==> config.mk <==
export PLATFORM = sky130hd
export DESIGN_NAME = i2c_addr_recog
export DESIGN_NICKNAME = d
export VERILOG_FILES = /design/src/rtl/i2c_arec_pkg.sv /design/src/rtl/i2c_arec_dp.sv /design/src/rtl/i2c_arec_ctl.sv /design/src/rtl/i2c_addr_recog.sv
export SDC_FILE = /design/constraint.sdc
export NUM_CORES = 1
export LEC_CHECK = 0
export BUFFER_PORTS_ARGS = -buffer_cell sky130_fd_sc_hd__buf_2
export CAP_MARGIN = 20
export CORE_UTILIZATION = 50
export CTS_BUF_LIST = sky130_fd_sc_hd__clkbuf_16
export DETAILED_ROUTE_END_ITERATION = 8
export PLACE_DENSITY = 0.71
export RECOVER_POWER = 100
export SYNTH_ARGS = -nofsm -noshare
export SYNTH_HDL_FRONTEND = slang
export SYNTH_SLANG_ARGS = --single-unit
==> constraint.sdc <==
create_clock -name clk -period 2 [get_ports clk]
set_input_delay 0.2 -clock clk [delete_from_list [all_inputs] [get_ports clk]]
set_output_delay 0.2 -clock clk [all_outputs]
set_load 0.01 [all_outputs]
==> src/rtl/i2c_arec_pkg.sv <==
package i2c_arec_pkg;
  localparam int BYTE_W = 8;
  localparam int CNT_W = $clog2(BYTE_W + 1);
  localparam int PFX_W = 5;
  localparam logic [PFX_W-1:0] MCODE_PFX = 5'b00001;
  localparam logic [PFX_W-1:0] TEN_PFX = 5'b11110;

  typedef struct packed {
    logic clrCnt;
    logic shiftEn;
  } dpCtrlT;

  typedef struct packed {
    logic startSeen;
    logic stopSeen;
    logic sclRise;
    logic sclFall;
    logic byteFull;
  } dpStatT;

  typedef enum logic [2:0] {
    S_IDLE, S_RECV, S_HOLD, S_ACKLO, S_ACKHI, S_SKIP
  } recStateT;
endpackage

==> src/rtl/i2c_arec_dp.sv <==
module i2c_arec_dp
  import i2c_arec_pkg::*;
(
  input  logic              clk,
  input  logic              rstN,
  input  logic              sclIn,
  input  logic              sdaIn,
  input  dpCtrlT            ctrl,
  output dpStatT            stat,
  output logic [BYTE_W-1:0] rxByte
);
  logic sclQ, sdaQ;
  logic [CNT_W-1:0] bitCnt;

  always_ff @(posedge clk or negedge rstN) begin
    if (!rstN) begin
      sclQ <= 1'b1;
      sdaQ <= 1'b1;
    end else begin
      sclQ <= sclIn;
      sdaQ <= sdaIn;
    end
  end

  assign stat.sclRise   = sclIn & ~sclQ;
  assign stat.sclFall   = ~sclIn & sclQ;
  assign stat.startSeen = sclIn & sclQ & sdaQ & ~sdaIn;
  assign stat.stopSeen  = sclIn & sclQ & ~sdaQ & sdaIn;
  assign stat.byteFull  = (bitCnt == CNT_W'(BYTE_W));

  always_ff @(posedge clk or negedge rstN) begin
    if (!rstN) begin
      bitCnt <= '0;
      rxByte <= '0;
    end else if (ctrl.clrCnt) begin
      bitCnt <= '0;
    end else if (ctrl.shiftEn && stat.sclRise && (bitCnt < CNT_W'(BYTE_W))) begin
      rxByte <= {rxByte[BYTE_W-2:0], sdaIn};
      bitCnt <= bitCnt + 1'b1;
    end
  end

  a_r1_start_clears_count: assert property (@(posedge clk) disable iff (!rstN)
    stat.startSeen |=> (bitCnt == '0));
  a_r9_count_bounded: assert property (@(posedge clk) disable iff (!rstN)
    bitCnt <= CNT_W'(BYTE_W));
endmodule

==> src/rtl/i2c_arec_ctl.sv <==
module i2c_arec_ctl
  import i2c_arec_pkg::*;
#(
  parameter int ADDR_W = 10
) (
  input  logic              clk,
  input  logic              rstN,
  input  dpStatT            stat,
  input  logic [BYTE_W-1:0] rxByte,
  input  logic [ADDR_W-1:0] ownAddr,
  input  logic              tenBitMode,
  input  logic              genCallEn,
  output dpCtrlT            ctrl,
  output logic              ackDrive,
  output logic              matchP,
  output logic              gcallP,
  output logic              mcodeP,
  output logic              readDir
);
  recStateT state;
  logic secondByte, ackFlag, moreBytes, tenSel;

  logic isMc, isGc, isSeven, isTenHdr, isTenLow;
  assign isMc     = rxByte[BYTE_W-1 -: PFX_W] == MCODE_PFX;
  assign isGc     = genCallEn && (rxByte == '0);
  assign isSeven  = !tenBitMode && (rxByte[BYTE_W-1:1] == ownAddr[BYTE_W-2:0]);
  assign isTenHdr = tenBitMode && (rxByte[BYTE_W-1 -: PFX_W] == TEN_PFX)
                    && (rxByte[2:1] == ownAddr[ADDR_W-1 -: 2]);
  assign isTenLow = rxByte == ownAddr[BYTE_W-1:0];

  assign ctrl.shiftEn = (state == S_RECV);
  assign ctrl.clrCnt  = (state != S_RECV) || stat.startSeen;
  assign ackDrive     = ackFlag && ((state == S_ACKLO) || (state == S_ACKHI));

  always_ff @(posedge clk or negedge rstN) begin
    if (!rstN) begin
      state      <= S_IDLE;
      secondByte <= 1'b0;
      ackFlag    <= 1'b0;
      moreBytes  <= 1'b0;
      tenSel     <= 1'b0;
      matchP     <= 1'b0;
      gcallP     <= 1'b0;
      mcodeP     <= 1'b0;
      readDir    <= 1'b0;
    end else begin
      matchP <= 1'b0;
      gcallP <= 1'b0;
      mcodeP <= 1'b0;
      if (stat.startSeen) begin
        state      <= S_RECV;
        secondByte <= 1'b0;
        ackFlag    <= 1'b0;
      end else if (stat.stopSeen) begin
        state   <= S_IDLE;
        tenSel  <= 1'b0;
        ackFlag <= 1'b0;
      end else begin
        unique case (state)
          S_RECV: if (stat.byteFull) begin
            state     <= S_HOLD;
            moreBytes <= 1'b0;
            ackFlag   <= 1'b0;
            if (!secondByte) begin
              tenSel <= 1'b0;
              if (isMc) begin
                mcodeP <= 1'b1;
              end else if (isGc) begin
                gcallP  <= 1'b1;
                ackFlag <= 1'b1;
                readDir <= 1'b0;
              end else if (isSeven) begin
                matchP  <= 1'b1;
                ackFlag <= 1'b1;
                readDir <= rxByte[0];
              end else if (isTenHdr && !rxByte[0]) begin
                ackFlag   <= 1'b1;
                moreBytes <= 1'b1;
              end else if (isTenHdr && rxByte[0] && tenSel) begin
                matchP  <= 1'b1;
                ackFlag <= 1'b1;
                readDir <= 1'b1;
                tenSel  <= 1'b1;
              end
            end else if (isTenLow) begin
              matchP  <= 1'b1;
              ackFlag <= 1'b1;
              readDir <= 1'b0;
              tenSel  <= 1'b1;
            end
          end
          S_HOLD:  if (stat.sclFall) state <= S_ACKLO;
          S_ACKLO: if (stat.sclRise) state <= S_ACKHI;
          S_ACKHI: if (stat.sclFall) begin
            if (moreBytes && ackFlag) begin
              state      <= S_RECV;
              secondByte <= 1'b1;
            end else begin
              state <= S_SKIP;
            end
          end
          default: state <= state;
        endcase
      end
    end
  end

  a_r8_one_event: assert property (@(posedge clk) disable iff (!rstN)
    $onehot0({matchP, gcallP, mcodeP}));
  a_r8_match_single: assert property (@(posedge clk) disable iff (!rstN)
    matchP |=> !matchP);
  a_r6_mcode_no_ack: assert property (@(posedge clk) disable iff (!rstN)
    mcodeP |=> !ackDrive);
  a_r1_stop_releases: assert property (@(posedge clk) disable iff (!rstN)
    stat.stopSeen |=> !ackDrive);
endmodule

==> src/rtl/i2c_addr_recog.sv <==
module i2c_addr_recog
  import i2c_arec_pkg::*;
#(
  parameter int ADDR_W = 10
) (
  input  logic              clk,
  input  logic              rstN,
  input  logic              sclIn,
  input  logic              sdaIn,
  input  logic [ADDR_W-1:0] ownAddr,
  input  logic              tenBitMode,
  input  logic              genCallEn,
  output logic              sdaPullLow,
  output logic              addrMatch,
  output logic              genCallHit,
  output logic              masterCodeHit,
  output logic              readDir
);
  dpCtrlT ctrl;
  dpStatT stat;
  logic [BYTE_W-1:0] rxByte;

  i2c_arec_dp u_dp (
    .clk(clk), .rstN(rstN), .sclIn(sclIn), .sdaIn(sdaIn),
    .ctrl(ctrl), .stat(stat), .rxByte(rxByte)
  );

  i2c_arec_ctl #(.ADDR_W(ADDR_W)) u_ctl (
    .clk(clk), .rstN(rstN), .stat(stat), .rxByte(rxByte),
    .ownAddr(ownAddr), .tenBitMode(tenBitMode), .genCallEn(genCallEn),
    .ctrl(ctrl), .ackDrive(sdaPullLow), .matchP(addrMatch),
    .gcallP(genCallHit), .mcodeP(masterCodeHit), .readDir(readDir)
  );

  a_r7_ack_starts_scl_low: assert property (@(posedge clk) disable iff (!rstN)
    $rose(sdaPullLow) |-> !sclIn);
endmodule

* After elaboration in Yosys (flattened, before gate mapping)
Cells that the tools add are included.
** Storage, ports and cells
- Logic and storage cells :: 150
- Output and inout bits :: 5
- Register bits after elaboration :: 25
- Input port bits :: 16
** Operators by class
- Equal/unequal tests :: 20
- Bitwise logic cells :: 14
- Muxes and demuxes :: 68
- Add/sub/neg operators :: 1
- Reduce and logical (&&, ||, !) cells :: 33
- Order comparisons :: 1
** Operators by type and width (count)
- $mux W1 :: 58
- $mux W3 :: 7
- $ne A4 B3 Y1 const B :: 4
- $pmux W3 S4 :: 1
- $reduce_and A4 Y1 :: 3
- $reduce_bool A2 Y1 :: 6
- $logic_and A1 B1 Y1 :: 11
- $eq A8 B8 Y1 :: 1
- $logic_not A8 Y1 :: 1
- $mux W4 :: 2
- $reduce_and A8 Y1 :: 1
- $and A1 B1 Y1 :: 7
- $eq A7 B7 Y1 :: 1
- $not A1 Y1 :: 7
- $eq A3 B2 Y1 const B :: 2
- $reduce_bool A3 Y1 :: 2
- $reduce_bool A6 Y1 :: 1
- $eq A5 B1 Y1 const B :: 1
- $eq A5 B5 Y1 const B :: 1
- $reduce_and A5 Y1 :: 1
- $add A4 B1 Y4 const B :: 1
- $eq A4 B4 Y1 const B :: 1
- $lt A4 B4 Y1 const B :: 1
- $ne A2 B1 Y1 const B :: 2
- other kinds (11) :: 14

* Longest topological paths before layout
Gate-level depths: netlist of the first run.
- Word-level depth :: 15
- Gate-level depth with buffers :: 7
- Gate-level depth less buffers :: 7

* Modules after synthesis
From an unflattened synthesis of the first run, not the netlist that was laid out.
** Second synthesis, totals
- Cells, all modules :: 139
- Area, all modules :: 1482.7 µm²
** Modules (own cells, without submodules)
- i2c_arec_ctl :: area each 828.3 µm², times used 1, cells each 92, seq. area each 275.3 µm²
- i2c_arec_dp :: area each 654.4 µm², times used 1, cells each 47, seq. area each 352.8 µm²

* Least setup slack after synthesis of the first run
No wires, ideal clock.
- Kind :: reg2reg
- Start :: register u_dp.rxByte[3]
- End :: register u_ctl.readDir
- Data arrival time :: 1627 ps
- Period minus slack after synthesis :: 1690 ps
- Buffers on the path :: 1
- Setup slack :: 310 ps
- Cell stages (with the launch flop) :: 7
- Setup time :: 63 ps
- Required time :: 1937 ps
- Cell sequence :: dfrtp_1 buf_6 nand4b_1 or4_4 o2bb2ai_2 o2111a_1 o32a_2
** Between the ends
- Longest elaborated chain between the ends :: 7
- Elaborated cells between the ends (all ways) :: 21
- Those cells by class :: eq/ne: 7; mux: 4; reduce/logical: 10
** Ends and longest elaborated chain
- start: declaration :: RTL line i2c_arec_dp.sv:10 : output logic [BYTE_W-1:0] rxByte
- start signal: assignment :: RTL line i2c_arec_dp.sv:38 : rxByte <= {rxByte[BYTE_W-2:0], sdaIn};
- $eq A5 B5 Y1 :: RTL line i2c_arec_ctl.sv:27 : assign isTenHdr = tenBitMode && (rxByte[BYTE_W-1 -: PFX_W] == TEN_PFX)
- $logic_and A1 B1 Y1 :: RTL line i2c_arec_ctl.sv:27
- $logic_and A1 B1 Y1 :: RTL line i2c_arec_ctl.sv:28 : && (rxByte[2:1] == ownAddr[ADDR_W-1 -: 2]);
- $logic_and A1 B1 Y1 (2 in a row) :: RTL line i2c_arec_ctl.sv:79 : end else if (isTenHdr && rxByte[0] && tenSel) begin
- $reduce_bool A4 Y1 (no line)
- $reduce_and A8 Y1 (no line)
- end signal: assignment :: RTL line i2c_arec_ctl.sv:75 : readDir <= rxByte[0];
- end: declaration :: RTL line i2c_arec_ctl.sv:18 : output logic readDir
Several ways; a longest one is shown, not always the timed one. The select of a mux whose other input is x is not followed.
A chain may end at the register's enable or synchronous reset.

* Final worst setup path of the first run
Same ends and word-level chain as after synthesis.

==> results of run 1 <==
-- cell type report --
class	instances	area (um2)	share of cell area, %
tap	31	38.8	2.36
sequential	25	628	38.3
clock inverter	1	5.00	0.305
multi-input combinational	115	769	46.9
inverter	4	15.0	0.915
clock buffer	3	75.1	4.58
timing repair buffer	22	109	6.64
-- layer usage --
| metal | routed length (um) | track usage [%] | share of wire (%) |
|---|---|---|---|
| met1 | 1380 | 26.3 | 48 |
| met2 | 1360 | 32.5 | 47 |
| met3 | 77 | 2.09 | 2.7 |
| met4 | 53 | 9.76 | 1.9 |
| met5 | 0 | 0 | 0 |
-- Yosys cell counts (2+ instances only) --
library cell	number
o21a_1	3
nor4_1	2
dfstp_2	2
xnor2_1	10
nand4_1	2
inv_1	4
dfrtp_1	23
nor3_1	3
o21ai_0	6
mux2_2	8
ha_1	2
a21oi_1	4
nand3_1	5
xor2_1	10
nor2b_1	2
nor2_1	18
nand2b_1	2
buf_2	2
nand2_1	17
-- cells by family (layout without fill, tap and decap cells) --
family | after synthesis | count (layout)
DFF | 25 | 25
xor gates and xnor gates | 20 | 20
buffers and inverters | 9 | 30
and+or+nand+nor | 61 | 61
AOI/OAI and AO/OA | 24 | 24
adders and majority gates | 2 | 2
muxes | 8 | 8
-- through the flow --
step	std cells	hold slack, ps	power, W
6_report	201	101	0.00119
5_1_grt	201	129	0.00124
4_1_cts	201	78.4	0.00121
3_5_place_dp	196	217	0.000756
3_3_place_gp	196	211	0.000750
2_1_floorplan	149	-95.6	0.000697
-- sequential cells by signal, indices dropped and copies added (netlist names) --
name              flops
u_ctl.state           3
u_dp.bitCnt           4
u_ctl.readDir         1
u_ctl.mcodeP          1
u_ctl.moreBytes       1
u_ctl.ackFlag         1
u_ctl.matchP          1
u_dp.rxByte           8
u_ctl.secondByte      1
u_ctl.gcallP          1
u_dp.sdaQ             1
u_dp.sclQ             1
u_ctl.tenSel          1
-- final timing paths --
| path | from | endpoint | slack (ps) | depth (start not counted) |
|---|---|---|---|---|
| worst max-delay path | u_dp.rxByte[3]$_DFFE_PN0P_ | u_ctl.readDir$_DFFE_PN0P_ | 140 | 5 |
| worst min-delay path | sdaIn | u_dp.sdaQ$_DFF_PN1_ | 100 | 1 |
| worst max register to register | u_dp.rxByte[3]$_DFFE_PN0P_ | u_ctl.readDir$_DFFE_PN0P_ | 140 | 5 |
| worst min register to register | u_ctl.moreBytes$_DFFE_PN0P_ | u_ctl.moreBytes$_DFFE_PN0P_ | 500 | 2 |
| max in group asynchronous | rstN | u_dp.rxByte[6]$_DFFE_PN0P_ | 510 | 2 |
| min in group asynchronous | rstN | u_ctl.ackFlag$_DFFE_PN0P_ | 740 | 2 |
-- where the power goes --
| group | internal, W | total, W | switching [W] |
|---|---|---|---|
| clock network | 0.000270 | 0.000449 | 0.000179 |
| logic | 0.0000930 | 0.000187 | 0.0000937 |
| registers | 0.000528 | 0.000559 | 0.0000310 |
| total | 0.000890 | 0.00119 | 0.000304 |
==> reports/summary.txt, run 1 <==
compound-gate portion of the synthesized area: 12.0%
synthesized instance count: 149
post-route setup slack: 136 ps
sequential fraction of the synthesis area: 43.3%
mean post-synth cell area: 9.73 um2
post-DP HPWL: 2210 um
slew at the pin closest to its max-slew limit: 1280 ps
Clock Sinks: 25
CP Class: flop to flop
RSZ-0062 raised after global routing: false
Post-synth ARST share: 100%
layout cells sized above 1: 18.2%
Clk pin slew, worst setup/hold paths: 60 ps
max-cap viol count: 0
I/O Buffers: 20
CP endpoint kind: flop
DR pass1 iterations: 4
register bit count reported by yosys: 25
f_max: 0.536 GHz
core area: 2760 um2
Synth Area in Simple Gates: 21.3%
Final Hold Viols: 0
I/O pins: 21
vias in the first global route: 1,114
Routed Antenna Nets: 0
Top FF cell, synth: dfrtp_1
Post-CTS Setup Inserts: 0
CTS Buffer Depth: 2
placed cell areas: 1560 um2
maximum VDD drop: 489 uV
final period utilization: 93.2%
Worst Skew: 1.76 ps
Synth Area in XOR/XNOR: 12.1%
Cell Chain, Critical Path: nand4b_1 -> or4_1 -> o2bb2ai_2 -> o2111a_1 -> o32a_2
TritonCTS clock tree: yes
H-tree depth: 1
Yosys Warn Count: 0
Layout area overhead: 13.1%
Final nets: 189
DIE AREA: 3120 um2
largest net degree at the start of global routing: 26
Slew HR: 14.4%
DR DRC count: 0
Final Cell Area: 1640 um2
root buf cell: clkbuf_16
initial antenna violation count: 0
Yosys cell types: 43
max-slew violation count: 0
cts repair resizes: 0
slowest CP cell: or4_1
worst-path fanout max: 7
number of buffers created by CTS: 3
DR vias: 1,139
post-synthesis cell area: 1450 um2
CP top delay family: simple AND/OR/NAND/NOR gates
area share of the largest cell type after synthesis: 39.7%
setup violators final: 0
count of flip-flops with a built-in enable after synthesis: 0
Rows: 19
clk_lat worst skew: 260 ps
Buf+Inv Stages, Crit Path: 0
largest area contributor in the netlist: dfrtp_1
DR WL/cell: 14.2 um
Initial Util: 52.6%
leak pwr: 0.707 nW
slowest stage delay, CP: 610 ps
setup TNS: 0 ps
die boundary width: 55.9 um
Filler cells: 247
final core occ: 59.5%
startpoint class of the critical path: flop
status: finished clean
multiplexer share of the synthesized area: 6.21%
WP data required: 2200 ps
GRT Overall Usage: 19.8%
Synth area leaders: dfrtp_1, mux2_2, xnor2_1, xor2_1, nor2_1
pre-CTS setup slack: 195 ps
ANT cells: 0
Remaining Overflow, GRT: 0
fin crit period: 1860 ps
GPL Wtd Cong: 0.833
Hold WC Path Type: input port to flop
synthesized-area fraction occupied by adder cells: 1.73%
total nets after synthesis: 167
cts-stage hold buffer count: 1
vias per cell: 5.67
first-pass GRT wire length: 4840 um
most frequent cells in the layout: dfrtp_1, nor2_1, nand2_1
Power Dens Cells: 728 nW/um2
largest family of logic cells by synthesized area: simple AND/OR/NAND/NOR gates
CP arrival: 2070 ps
most common cell after layout, fill and taps aside: dfrtp_1
Detailed Route WL: 2860 um
Die Y: 55.9 um
initial DRC count: 34
Power figures use the tool's default switching activity.
==> run 2: changes to the inputs <==
- ABC_CLOCK_PERIOD_IN_PS: unset -> 2100
- clock period: 2 -> 2.1 ns (I/O delays scaled with it)
==> reports/summary.txt, run 2 (synthesis results as in run 1) <==
CTS Buffer Depth: 2 (unchanged)
Top Registers: u_dp.rxByte (8), u_dp.bitCnt (4), u_ctl.state (3)
DR vias: 1,121 (-1.6%)
layout cells sized above 1: 17.2% (-1.1 points)
ANT cells: 0 (unchanged)
worst-path fanout max: 7 (unchanged)
DIE AREA: 3120 um2 (unchanged)
final core occ: 59.0% (-0.50 points)
r2r worst-path depth: 5 (unchanged)
Final Hold Viols: 0 (unchanged)
H-tree depth: 1 (unchanged)
Routed Antenna Nets: 0 (unchanged)
post-route setup slack: 159 ps (+23.2 ps)
f_max: 0.515 GHz (-4.0%)
Die Y: 55.9 um (unchanged)
I/O Buffers: 20 (unchanged)
clk_lat worst skew: 260 ps (about the same)
Final nets: 188 (-0.53%)
GRT Overall Usage: 21.6% (+1.8 points)
GPL Wtd Cong: 0.831 (-0.17%)
worst hold margin: 110 ps (+8.64 ps)
RSZ-0062 raised after global routing: false
Worst Skew: 3.77 ps (+2.01 ps)
Final Cell Area: 1630 um2 (-0.84%)
die boundary width: 55.9 um (unchanged)
setup TNS: 0 ps (unchanged)
pre-CTS setup slack: 260 ps (+64.4 ps)
Rows: 19 (unchanged)
first-pass GRT wire length: 5190 um (+7.1%)
final period utilization: 92.4% (-0.78 points)
worst hold stages: 1 (unchanged)
DR pass1 iterations: 4 (unchanged)
Most flops, register: u_dp.rxByte
post-DP HPWL: 2270 um (+2.7%)
initial antenna violation count: 0 (unchanged)
cts repair resizes: 0 (unchanged)
max-cap viol count: 0 (unchanged)
Detailed Route WL: 2960 um (+3.2%)
status: finished clean
max-slew violation count: 0 (unchanged)
Clk pin slew, worst setup/hold paths: 60 ps (about the same)
WP data required: 2300 ps (+100 ps)
vias per cell: 5.61 (-1.1%)
Initial Util: 52.6% (unchanged)
placed cell areas: 1560 um2 (-0.48%)
maximum VDD drop: 587 uV (+20%)
I/O pins: 21 (unchanged)
most frequent cells in the layout: dfrtp_1, nor2_1, nand2_1
CP endpoint kind: flop
Layout area overhead: 12.2%
root buf cell: clkbuf_16
largest net degree at the start of global routing: 26 (unchanged)
Filler cells: 258 (+4.5%)
slew at the pin closest to its max-slew limit: 1310 ps (+31.3 ps)
CP arrival: 2140 ps (+70 ps)
startpoint class of the critical path: flop
leak pwr: 0.699 nW (-1.1%)
Power Dens Cells: 690 nW/um2 (-5.2%)
core area: 2760 um2 (unchanged)
number of buffers created by CTS: 3 (unchanged)
Hold WC Path Type: input port to flop
DR DRC count: 0 (unchanged)
CP Class: flop to flop
initial DRC count: 23 (-32%)
Slew HR: 12.4% (-2.1 points)
Remaining Overflow, GRT: 0 (unchanged)
max reg flops: 8 (unchanged)
setup violators final: 0 (unchanged)
fin crit period: 1940 ps (+76.8 ps)
Clock Sinks: 25 (unchanged)
DR WL/cell: 14.8 um (+3.8%)
vias in the first global route: 1,139 (+2.2%)
TritonCTS clock tree: yes
most common cell after layout, fill and taps aside: dfrtp_1
## run 2: final cells by class
class | count | area [um2] | share of cell area (%)
Multi-Input combinational cell | 115 | 763 | 46.9
Sequential cell | 25 | 628 | 38.6
Timing Repair Buffer | 21 | 101 | 6.23
Clock buffer | 3 | 75.1 | 4.62
Tap cell | 31 | 38.8 | 2.38
Inverter | 4 | 15.0 | 0.923
Clock inverter | 1 | 5.00 | 0.308
## run 2: repair_timing
item / CTS / global route
setup buffers: 0 / 0
hold endpoints to repair: 23 / 0
hold buffers: 1 / 0
## run 2: final timing paths
check                      slack (ps)                        start                           to
max                               160   u_dp.rxByte[3]$_DFFE_PN0P_    u_ctl.readDir$_DFFE_PN0P_
min                               110                        sdaIn          u_dp.sdaQ$_DFF_PN1_
max reg2reg                       160   u_dp.rxByte[3]$_DFFE_PN0P_    u_ctl.readDir$_DFFE_PN0P_
min reg2reg                       490  u_ctl.moreBytes$_DFFE_PN0P_  u_ctl.moreBytes$_DFFE_PN0P_
max in group asynchronous         560                         rstN   u_dp.rxByte[5]$_DFFE_PN0P_
min in group asynchronous         770                         rstN   u_ctl.state[2]$_DFFE_PN0P_
## run 2: power breakdown
group	switching, W	internal [W]
clock	0.000166	0.000257
sequential	0.0000431	0.000502
combinational	0.0000751	0.0000794
## run 2: worst max-delay path, cell delays in order (launching register included)
cell       delay (ps)
dfrtp_1           460
nand4b_1          200
or4_1             600
o2bb2ai_1         240
o2111a_1          230
o32a_2            150
## run 2: layer usage
metal | routed length, um | global-route usage [%]
met5 | 0 | 0
met3 | 67 | 3.49
met2 | 1450 | 36.5
met1 | 1390 | 27.4
met4 | 55 | 9.41
## run 2: through the flow
step                power, W  instances
floorplan           0.000663        149
global placement    0.000704        195
detailed placement  0.000710        195
CTS                  0.00113        200
global route         0.00117        200
finish               0.00112        200
